[src/rtl/qcd_pkg.sv]
package qcd_pkg;
   localparam int CHAR_W = 10;

   typedef enum logic {
      SYNC_COMMA = 1'b0,
      SYNC_ALIGN = 1'b1
   } sync_sel_e;

   typedef struct packed {
      logic      dec_en;
      sync_sel_e sel;
   } mode_t;

   // decoded matches use the special flag plus byte (bits 8:0)
   localparam logic [8:0] DEC_COMMA = 9'h1BC;
   localparam logic [8:0] DEC_ALIGN = 9'h17C;
   // raw comma code group, both running disparities
   localparam logic [CHAR_W-1:0] RAW_COMMA_N = 10'h0FA;
   localparam logic [CHAR_W-1:0] RAW_COMMA_P = 10'h305;
endpackage

[src/rtl/qcd_sync_detect.sv]
module qcd_sync_detect
   import qcd_pkg::*;
#(
   parameter bit RAW_MATCH_EN = 1'b1
) (
   input  logic [CHAR_W-1:0] char_in,
   input  mode_t             mode,
   output logic              is_sync
);
   logic dec_hit;
   logic raw_hit;

   always_comb begin
      dec_hit = 1'b0;
      if (mode.sel == SYNC_ALIGN) dec_hit = (char_in[8:0] == DEC_ALIGN);
      else                        dec_hit = (char_in[8:0] == DEC_COMMA);
   end

   generate
      if (RAW_MATCH_EN) begin : g_raw
         always_comb begin
            raw_hit = 1'b0;
            if (mode.sel == SYNC_COMMA)
               raw_hit = (char_in == RAW_COMMA_N) || (char_in == RAW_COMMA_P);
         end
      end else begin : g_noraw
         assign raw_hit = 1'b0;
      end
   endgenerate

   assign is_sync = mode.dec_en ? dec_hit : raw_hit;
endmodule

[src/rtl/qcd_mode_watch.sv]
module qcd_mode_watch
   import qcd_pkg::*;
(
   input  logic  clk,
   input  mode_t mode,
   output logic  mode_chg
);
   mode_t mode_q;

   // tracked through reset so the first cycle after it sees no change
   always_ff @(posedge clk) mode_q <= mode;

   assign mode_chg = (mode_q != mode);
endmodule

[src/rtl/qcd_lane_collect.sv]
module qcd_lane_collect
   import qcd_pkg::*;
#(
   parameter int LANES = 4
) (
   input  logic                    clk,
   input  logic                    rst_n,
   input  logic                    accept,
   input  logic                    is_sync,
   input  logic                    flush,
   input  logic [CHAR_W-1:0]       char_in,
   output logic [LANES*CHAR_W-1:0] word_out,
   output logic                    word_vld
);
   localparam int IDX_W = (LANES > 2) ? $clog2(LANES) : 1;
   localparam logic [IDX_W-1:0] LAST = IDX_W'(LANES - 1);
   localparam logic [IDX_W-1:0] ONE  = IDX_W'(1);

   logic [IDX_W-1:0]        idx_q;
   logic [IDX_W-1:0]        wr_idx;
   logic                    complete;
   logic [LANES*CHAR_W-1:0] word_next;

   assign wr_idx   = is_sync ? '0 : idx_q;
   assign complete = accept && !is_sync && (idx_q == LAST);

   always_ff @(posedge clk) begin
      if (!rst_n)                  idx_q <= '0;
      else if (flush)              idx_q <= '0;
      else if (accept && is_sync)  idx_q <= ONE;
      else if (complete)           idx_q <= '0;
      else if (accept)             idx_q <= idx_q + ONE;
   end

   genvar k;
   generate
      for (k = 0; k < LANES - 1; k++) begin : g_lane
         logic [CHAR_W-1:0] lane_q;
         always_ff @(posedge clk) begin
            if (!rst_n)
               lane_q <= '0;
            else if (accept && (wr_idx == IDX_W'(k)))
               lane_q <= char_in;
         end
         assign word_next[k*CHAR_W +: CHAR_W] = lane_q;
      end
   endgenerate

   // final lane is taken straight from the input
   assign word_next[(LANES-1)*CHAR_W +: CHAR_W] = char_in;

   always_ff @(posedge clk) begin
      if (!rst_n) begin
         word_out <= '0;
         word_vld <= 1'b0;
      end else begin
         word_vld <= complete;
         if (complete) word_out <= word_next;
      end
   end
endmodule

[src/rtl/qcd_align_track.sv]
module qcd_align_track (
   input  logic clk,
   input  logic rst_n,
   input  logic mode_chg,
   input  logic sync_taken,
   output logic aligned
);
   always_ff @(posedge clk) begin
      if (!rst_n)          aligned <= 1'b0;
      else if (mode_chg)   aligned <= 1'b0;
      else if (sync_taken) aligned <= 1'b1;
   end
endmodule

[src/rtl/quad_char_demux.sv]
module quad_char_demux
   import qcd_pkg::*;
#(
   parameter int LANES        = 4,
   parameter bit RAW_MATCH_EN = 1'b1
) (
   input  logic                    clk,
   input  logic                    rst_n,
   input  logic                    char_vld,
   input  logic [9:0]              char_in,
   input  logic                    dec_en,
   input  logic                    sync_sel,
   output logic [LANES*10-1:0]     word_out,
   output logic                    word_vld,
   output logic                    aligned
);
   generate
      if (LANES < 2) begin : g_bad_lanes
         $error("quad_char_demux: LANES must be at least 2");
      end
      if (CHAR_W != 10) begin : g_bad_width
         $error("quad_char_demux: character width must be 10");
      end
   endgenerate

   mode_t mode;
   logic  mode_chg;
   logic  is_sync;
   logic  accept;

   assign mode.dec_en = dec_en;
   assign mode.sel    = sync_sel_e'(sync_sel);
   assign accept      = char_vld && !mode_chg;

   qcd_mode_watch i_mode (
      .clk      (clk),
      .mode     (mode),
      .mode_chg (mode_chg)
   );

   qcd_sync_detect #(.RAW_MATCH_EN(RAW_MATCH_EN)) i_det (
      .char_in (char_in),
      .mode    (mode),
      .is_sync (is_sync)
   );

   qcd_lane_collect #(.LANES(LANES)) i_col (
      .clk      (clk),
      .rst_n    (rst_n),
      .accept   (accept),
      .is_sync  (is_sync),
      .flush    (mode_chg),
      .char_in  (char_in),
      .word_out (word_out),
      .word_vld (word_vld)
   );

   qcd_align_track i_trk (
      .clk        (clk),
      .rst_n      (rst_n),
      .mode_chg   (mode_chg),
      .sync_taken (accept && is_sync),
      .aligned    (aligned)
   );
endmodule

[config.mk]
export PLATFORM = sky130hd
export DESIGN_NAME = quad_char_demux
export DESIGN_NICKNAME = d
export VERILOG_FILES = /design/src/rtl/qcd_pkg.sv /design/src/rtl/qcd_sync_detect.sv /design/src/rtl/qcd_mode_watch.sv /design/src/rtl/qcd_lane_collect.sv /design/src/rtl/qcd_align_track.sv /design/src/rtl/quad_char_demux.sv
export SDC_FILE = /design/constraint.sdc
export NUM_CORES = 1
export LEC_CHECK = 0
export CORE_ASPECT_RATIO = 2
export CORE_MARGIN = 2
export CORE_UTILIZATION = 30
export DETAILED_ROUTE_END_ITERATION = 12
export MAX_ROUTING_LAYER = met4
export PLACE_DENSITY = 0.56
export REMOVE_ABC_BUFFERS = 1
export SLEW_MARGIN = 30
export SYNTH_ARGS = -nofsm -noshare
export SYNTH_HDL_FRONTEND = slang
export SYNTH_HIERARCHICAL = 1
export SYNTH_SLANG_ARGS = --single-unit
export TNS_END_PERCENT = 100
[constraint.sdc]
create_clock -name clk -period 5.62 [get_ports clk]
set_input_delay 1.124 -clock clk [delete_from_list [all_inputs] [get_ports clk]]
set_output_delay 1.124 -clock clk [all_outputs]
set_load 0.01 [all_outputs]
---- Yosys cells after proc, flatten, opt, wreduce, memory -nomap -nowiden ----
Cells that the tools add are included.
word-level totals
  register bits after elaboration ......... 76
  output and inout bits ................... 42
  input bits .............................. 15
  logic and storage cells ................. 41
operators by class
  bitwise operators ....................... 1
  muxes and demuxes ....................... 7
  equal/unequal tests ..................... 8
  reduce and logical (&&, ||, !) cells .... 14
  add/subtract/negate cells ............... 1
operators by type and width
  operator                                                          number
  9-bit == test, second input constant                              2
  10-bit == test, second input constant                             1
  10-bit by 8-bit == test with 1-bit output, second input constant  1
  1-bit logical AND                                                 7
  1-bit two-way mux                                                 6
  2-bit == test, second input constant                              2
  4-bit OR reduction                                                1
  3-bit nonzero test                                                1
  2-bit by 1-bit adder with 2-bit output, second input constant     1
  2-bit by 1-bit == test with 1-bit output, second input constant   1
  1-bit logical NOT                                                 2
  2-bit logical NOT                                                 1
  2-bit two-way mux                                                 1
  2-bit != test                                                     1
  2-bit OR reduction                                                1
  1-bit logical OR                                                  1
  1-bit inverter                                                    1

---- Depth between registers and ports, before layout ----
  word-level depth ........................ 9
  depth in mapped cells ................... 8
  depth with buffers taken out ............ 6

---- Hierarchy ----
Netlist, hierarchy kept.
modules (own cells, without submodules)
  module            seq. area each (um^2)  area each (um^2)  instances  cells an instance
  qcd_lane_collect  1461.4                 2551.2            1          238
  qcd_sync_detect   0.0                    103.8             1          13
  qcd_mode_watch    40.0                   61.3              1          5
  qcd_align_track   20.0                   36.3              1          3
  quad_char_demux   0.0                    15.0              1          2

---- Worst setup path before layout ----
No wires, ideal clock.
  kind .................................... in2reg
  from .................................... input port sync_sel
  to ...................................... register i_col.word_out[31]
  path buffers ............................ 1
  required time ........................... 5.503 ns
  path slack .............................. 3.073 ns
  data arrival time ....................... 2.429 ns
  stages .................................. 7
  library setup time ...................... 0.117 ns
  cell sequence ........................... xnor2_1 > nand2_1 > nor2b_1 > nor2b_4 > a21boi_2 > buf_2 > a22o_2
on the way
  cells in the longest elaborated chain, start to end .. 5
  elaborated cells on any way between the ends .. 9
  classes of those cells .................. eq/ne: 1; mux: 3; reduce/logical: 5
ends and longest elaborated chain
  element                          line                    text
  from (decl)                      quad_char_demux.sv:12   input logic sync_sel,
  2-bit != test                    qcd_mode_watch.sv:13    assign mode_chg = (mode_q != mode);
  named net mode_chg               quad_char_demux.sv:27   logic mode_chg;
  1-bit logical NOT                quad_char_demux.sv:33   assign accept = char_vld && !mode_chg;
  1-bit logical AND                quad_char_demux.sv:33
  named net accept                 quad_char_demux.sv:29   logic accept;
  1-bit logical AND (2 in series)  qcd_lane_collect.sv:25  assign complete = accept && !is_sync && (idx_q == LAST);
  to (signal assigned)             qcd_lane_collect.sv:58  if (complete) word_out <= word_next;
  to (decl)                        qcd_lane_collect.sv:12  output logic [LANES*CHAR_W-1:0] word_out,
The timed path passes the listed nets, and every way through them passes these cells.
A chain may end at the register's enable or synchronous reset.

---- Worst setup path in the final report ----
Same ends and word-level chain as after synthesis.

==> flow_metrics.py <==
metrics = {
    "routing": {
        "firstDrtPassIters": 4,
        "drt-initial-drc-count": 71,
        "routed_wl_um": 6410,
        "wire_per_inst_um": 15.2,
        "drc_errors": 0,
        "vias": 2001,
        "viasPerCell": 4.75,
        "ant_nets": 0,
    },
    "clock_tree": {
        "ctsHoldBuffers": 0,
        "numCtsBuffers": 9,
        "clkTransAtPathRegs_ns": 0.06,
        "cts.repair.resized": 0,
        "post_cts_buffers": 0,
        "cts.htree.levels": 3,
        "cts.sinks": 76,
        "cts_tree": "built",
        "root_buffer": "clkbuf_16",
        "clk_latency_ns": 0.33,
        "cts_buffer_depth": 2,
    },
    "setup_path": {
        "timing.rr.end": "i_col/word_out[31]",
        "startpoint_type": "input port",
        "worstPathRequired_ns": 5.89,
        "critPathKind": "input port to flop",
        "reg2reg_slack_ns": 2.96,
        "worstRegToRegCells": 7,
        "endpoint_kind": "flop",
        "arrival_ns": 4.00,
        "r2r-start": "i_mode/mode_q[0]",
        "worstPathMaxFanout": 23,
    },
    "logic_synthesis": {
        "async_flop_share_pct": 0,
        "yosys_warnings": 6,
        "ys_ff_latch": 76,
        "synth-edff-count": 0,
        "synthCells": 261,
        "syn_area_sq_um": 2770,
        "syn-mean-instance-area_sq_um": 10.6,
        "synth_cell_types": 34,
        "synth_ff_type": "dfxtp_1",
        "ys_seq_area_share_pct": 55.0,
    },
    "finish": {
        "final_area_sq_um": 3710,
        "area_growth_pct": 34.0,
        "drive_gt1_share_pct": 9.09,
        "finalNetCount": 330,
        "utilization_pct": 41.4,
        "final_cells": 421,
        "antenna_cells": 0,
    },
    "global_route": {
        "overflow": 0,
        "grt_util_met1_pct": 16.1,
        "grt_pass1_wl_um": 10300,
        "grtUsageTotal_pct": 14.0,
        "grt_pass1_vias": 1943,
        "grtUsageMet3_pct": 2.75,
        "grt_max_degree": 44,
        "use_met2_pct": 22.4,
        "antenna_found_initial": 0,
        "busiest_layer": "met2",
    },
    "outcome": {
        "outcome": "completed",
    },
    "power": {
        "seq_power_share_pct": 46.3,
        "switching_share_pct": 20.7,
        "leakagePower_nw": 1.35,
        "p_per_area_nw_per_um2": 318,
        "clkPwrFrac_pct": 49.3,
        "intPower_mw": 0.935,
        "peakVddDrop_mv": 0.216,
        "switching_power_mw": 0.244,
        "power_frac_comb_pct": 4.5,
    },
    "floorplan": {
        "die_width_um": 71.9,
        "num_io_pins": 57,
        "start_util_pct": 30.9,
        "fp-row-count": 49,
        "die_h_um": 140,
        "dieArea_sq_um": 10100,
        "core_sq_um": 8950,
    },
    "min_path": {
        "worstHoldPathCells": 2,
        "min_path_type": "flop to flop",
        "hold_start": "i_col/g_lane[2].lane_q[9]",
        "worst_hold_path.endpoint": "i_col/g_lane[2].lane_q[9]",
    },
    "place": {
        "place_inst": 405,
        "placed_cell_area_sq_um": 3400,
        "finalWeightedCongestion": 0.771,
        "dp_hpwl_um": 4480,
        "port_buffers": 56,
    },
    "sta": {
        "rsz0062_at_grt": "no",
        "skew_ns": 0.00661,
        "setup_tns_ns": 0,
        "drv_slew": 0,
        "finalHoldViolCount": 0,
        "fin_crit_ns": 3.73,
        "hold_ws_ns": 0.459,
        "relSlewSlack_pct": 48.5,
        "fin_crit_sh_pct": 66.4,
        "timing.fmax_mhz": 268,
        "finalSetupViolations": 0,
        "tightest_slew_ns": 0.772,
    },
    "job": {
        "drv_cap": 0,
    },
}
cell usage after synthesis, types with 3 or more instances:
cell	instances	area share, %
buf_6	5	2.0
nand2_1	62	8.4
nor2_1	4	0.54
clkbuf_1	4	0.54
a21boi_0	18	4.9
mux2i_1	10	3.6
a22o_1	36	11
a22o_2	4	1.4
dfxtp_1	76	55
buf_2	7	1.3
and3b_1	5	1.6
and4bb_2	3	1.4
cell type report:
type | instances | area [sq um]
fill | 878 | 5240
tap | 102 | 128
multi-input combinational | 166 | 1130
clock buffer | 13 | 260
inverter | 1 | 3.75
timing repair buffer | 60 | 618
sequential | 76 | 1520
clock inverter | 3 | 45.0
worst max-delay path, cell delays in order:
cell and delay [ns]:
clkdlybuf4s50_1 0.57, xnor2_1 0.14, nand2_1 0.17, nor2b_1 0.47, nor2b_4 0.29, and3_1 0.68
buf_4 0.38, a22o_2 0.17
flip-flops by register name (all words and copies together), names as in the netlist:
signal,cells
i_mode/mode_q,2
i_col/g_lane.lane_q,30
i_trk/aligned,1
i_col/idx_q,2
i_col/word_vld,1
i_col/word_out,40
how the worst max path moves through the flow:
stage | start | to | slack (ns) | depth (start not counted)
floorplan | sync_sel | i_col/word_out[31] | 2.55 | 6
global placement | sync_sel | i_col/word_out[31] | 1.56 | 8
detailed placement | sync_sel | i_col/word_out[36] | 1.49 | 8
CTS | sync_sel | i_col/word_out[31] | 1.81 | 8
global route | sync_sel | i_col/word_out[26] | 1.63 | 8
finish | sync_sel | i_col/word_out[31] | 1.89 | 8
metrics by stage:
step / total power, mW / setup slack, ns
2_1_floorplan: 0.578 / 2.55
3_3_place_gp: 0.605 / 1.56
3_5_place_dp: 0.610 / 1.49
4_1_cts: 1.19 / 1.81
5_1_grt: 1.22 / 1.63
6_report: 1.18 / 1.89
power groups by stage:
stage / Combinational (mW) / Clock (mW) / Sequential [mW]
3_5_place_dp: 0.0530 / 0 / 0.558
6_report: 0.0525 / 0.581 / 0.546
4_1_cts: 0.0532 / 0.592 / 0.546
5_1_grt: 0.0570 / 0.616 / 0.546
3_3_place_gp: 0.0481 / 0 / 0.557
2_1_floorplan: 0.0208 / 0 / 0.557
layout by cell type, fill, tap and decap left out, types with 3 or more instances in the layout:
| master | count |
|---|---|
| a22o_1 | 36 |
| clkbuf_16 | 9 |
| and4bb_2 | 3 |
| mux2i_1 | 10 |
| a21boi_0 | 18 |
| clkdlybuf4s50_1 | 56 |
| nand2_1 | 62 |
| nor2_1 | 4 |
| a22o_2 | 4 |
| dfxtp_1 | 76 |
| and3b_1 | 5 |
kinds of logic after synthesis:
kind of cell | Yosys count | synth area share [%]
adder cells (fa/ha/maj) | 1 | 0.452
buffers and inverters | 19 | 4.34
flip-flops | 76 | 55.0
XOR/XNOR | 2 | 0.633
AND/OR/NAND/NOR | 88 | 16.3
AO/OA/AOI/OAI | 65 | 19.7
multiplexers | 10 | 3.62
routing by layer:
layer	vias to the layer above	part of all wire, %
li1	1028	-
met1	927	43
met2	37	52
met3	9	2.8
met4	0	2.3
met5	-	0
Power figures use the tool's default switching activity.
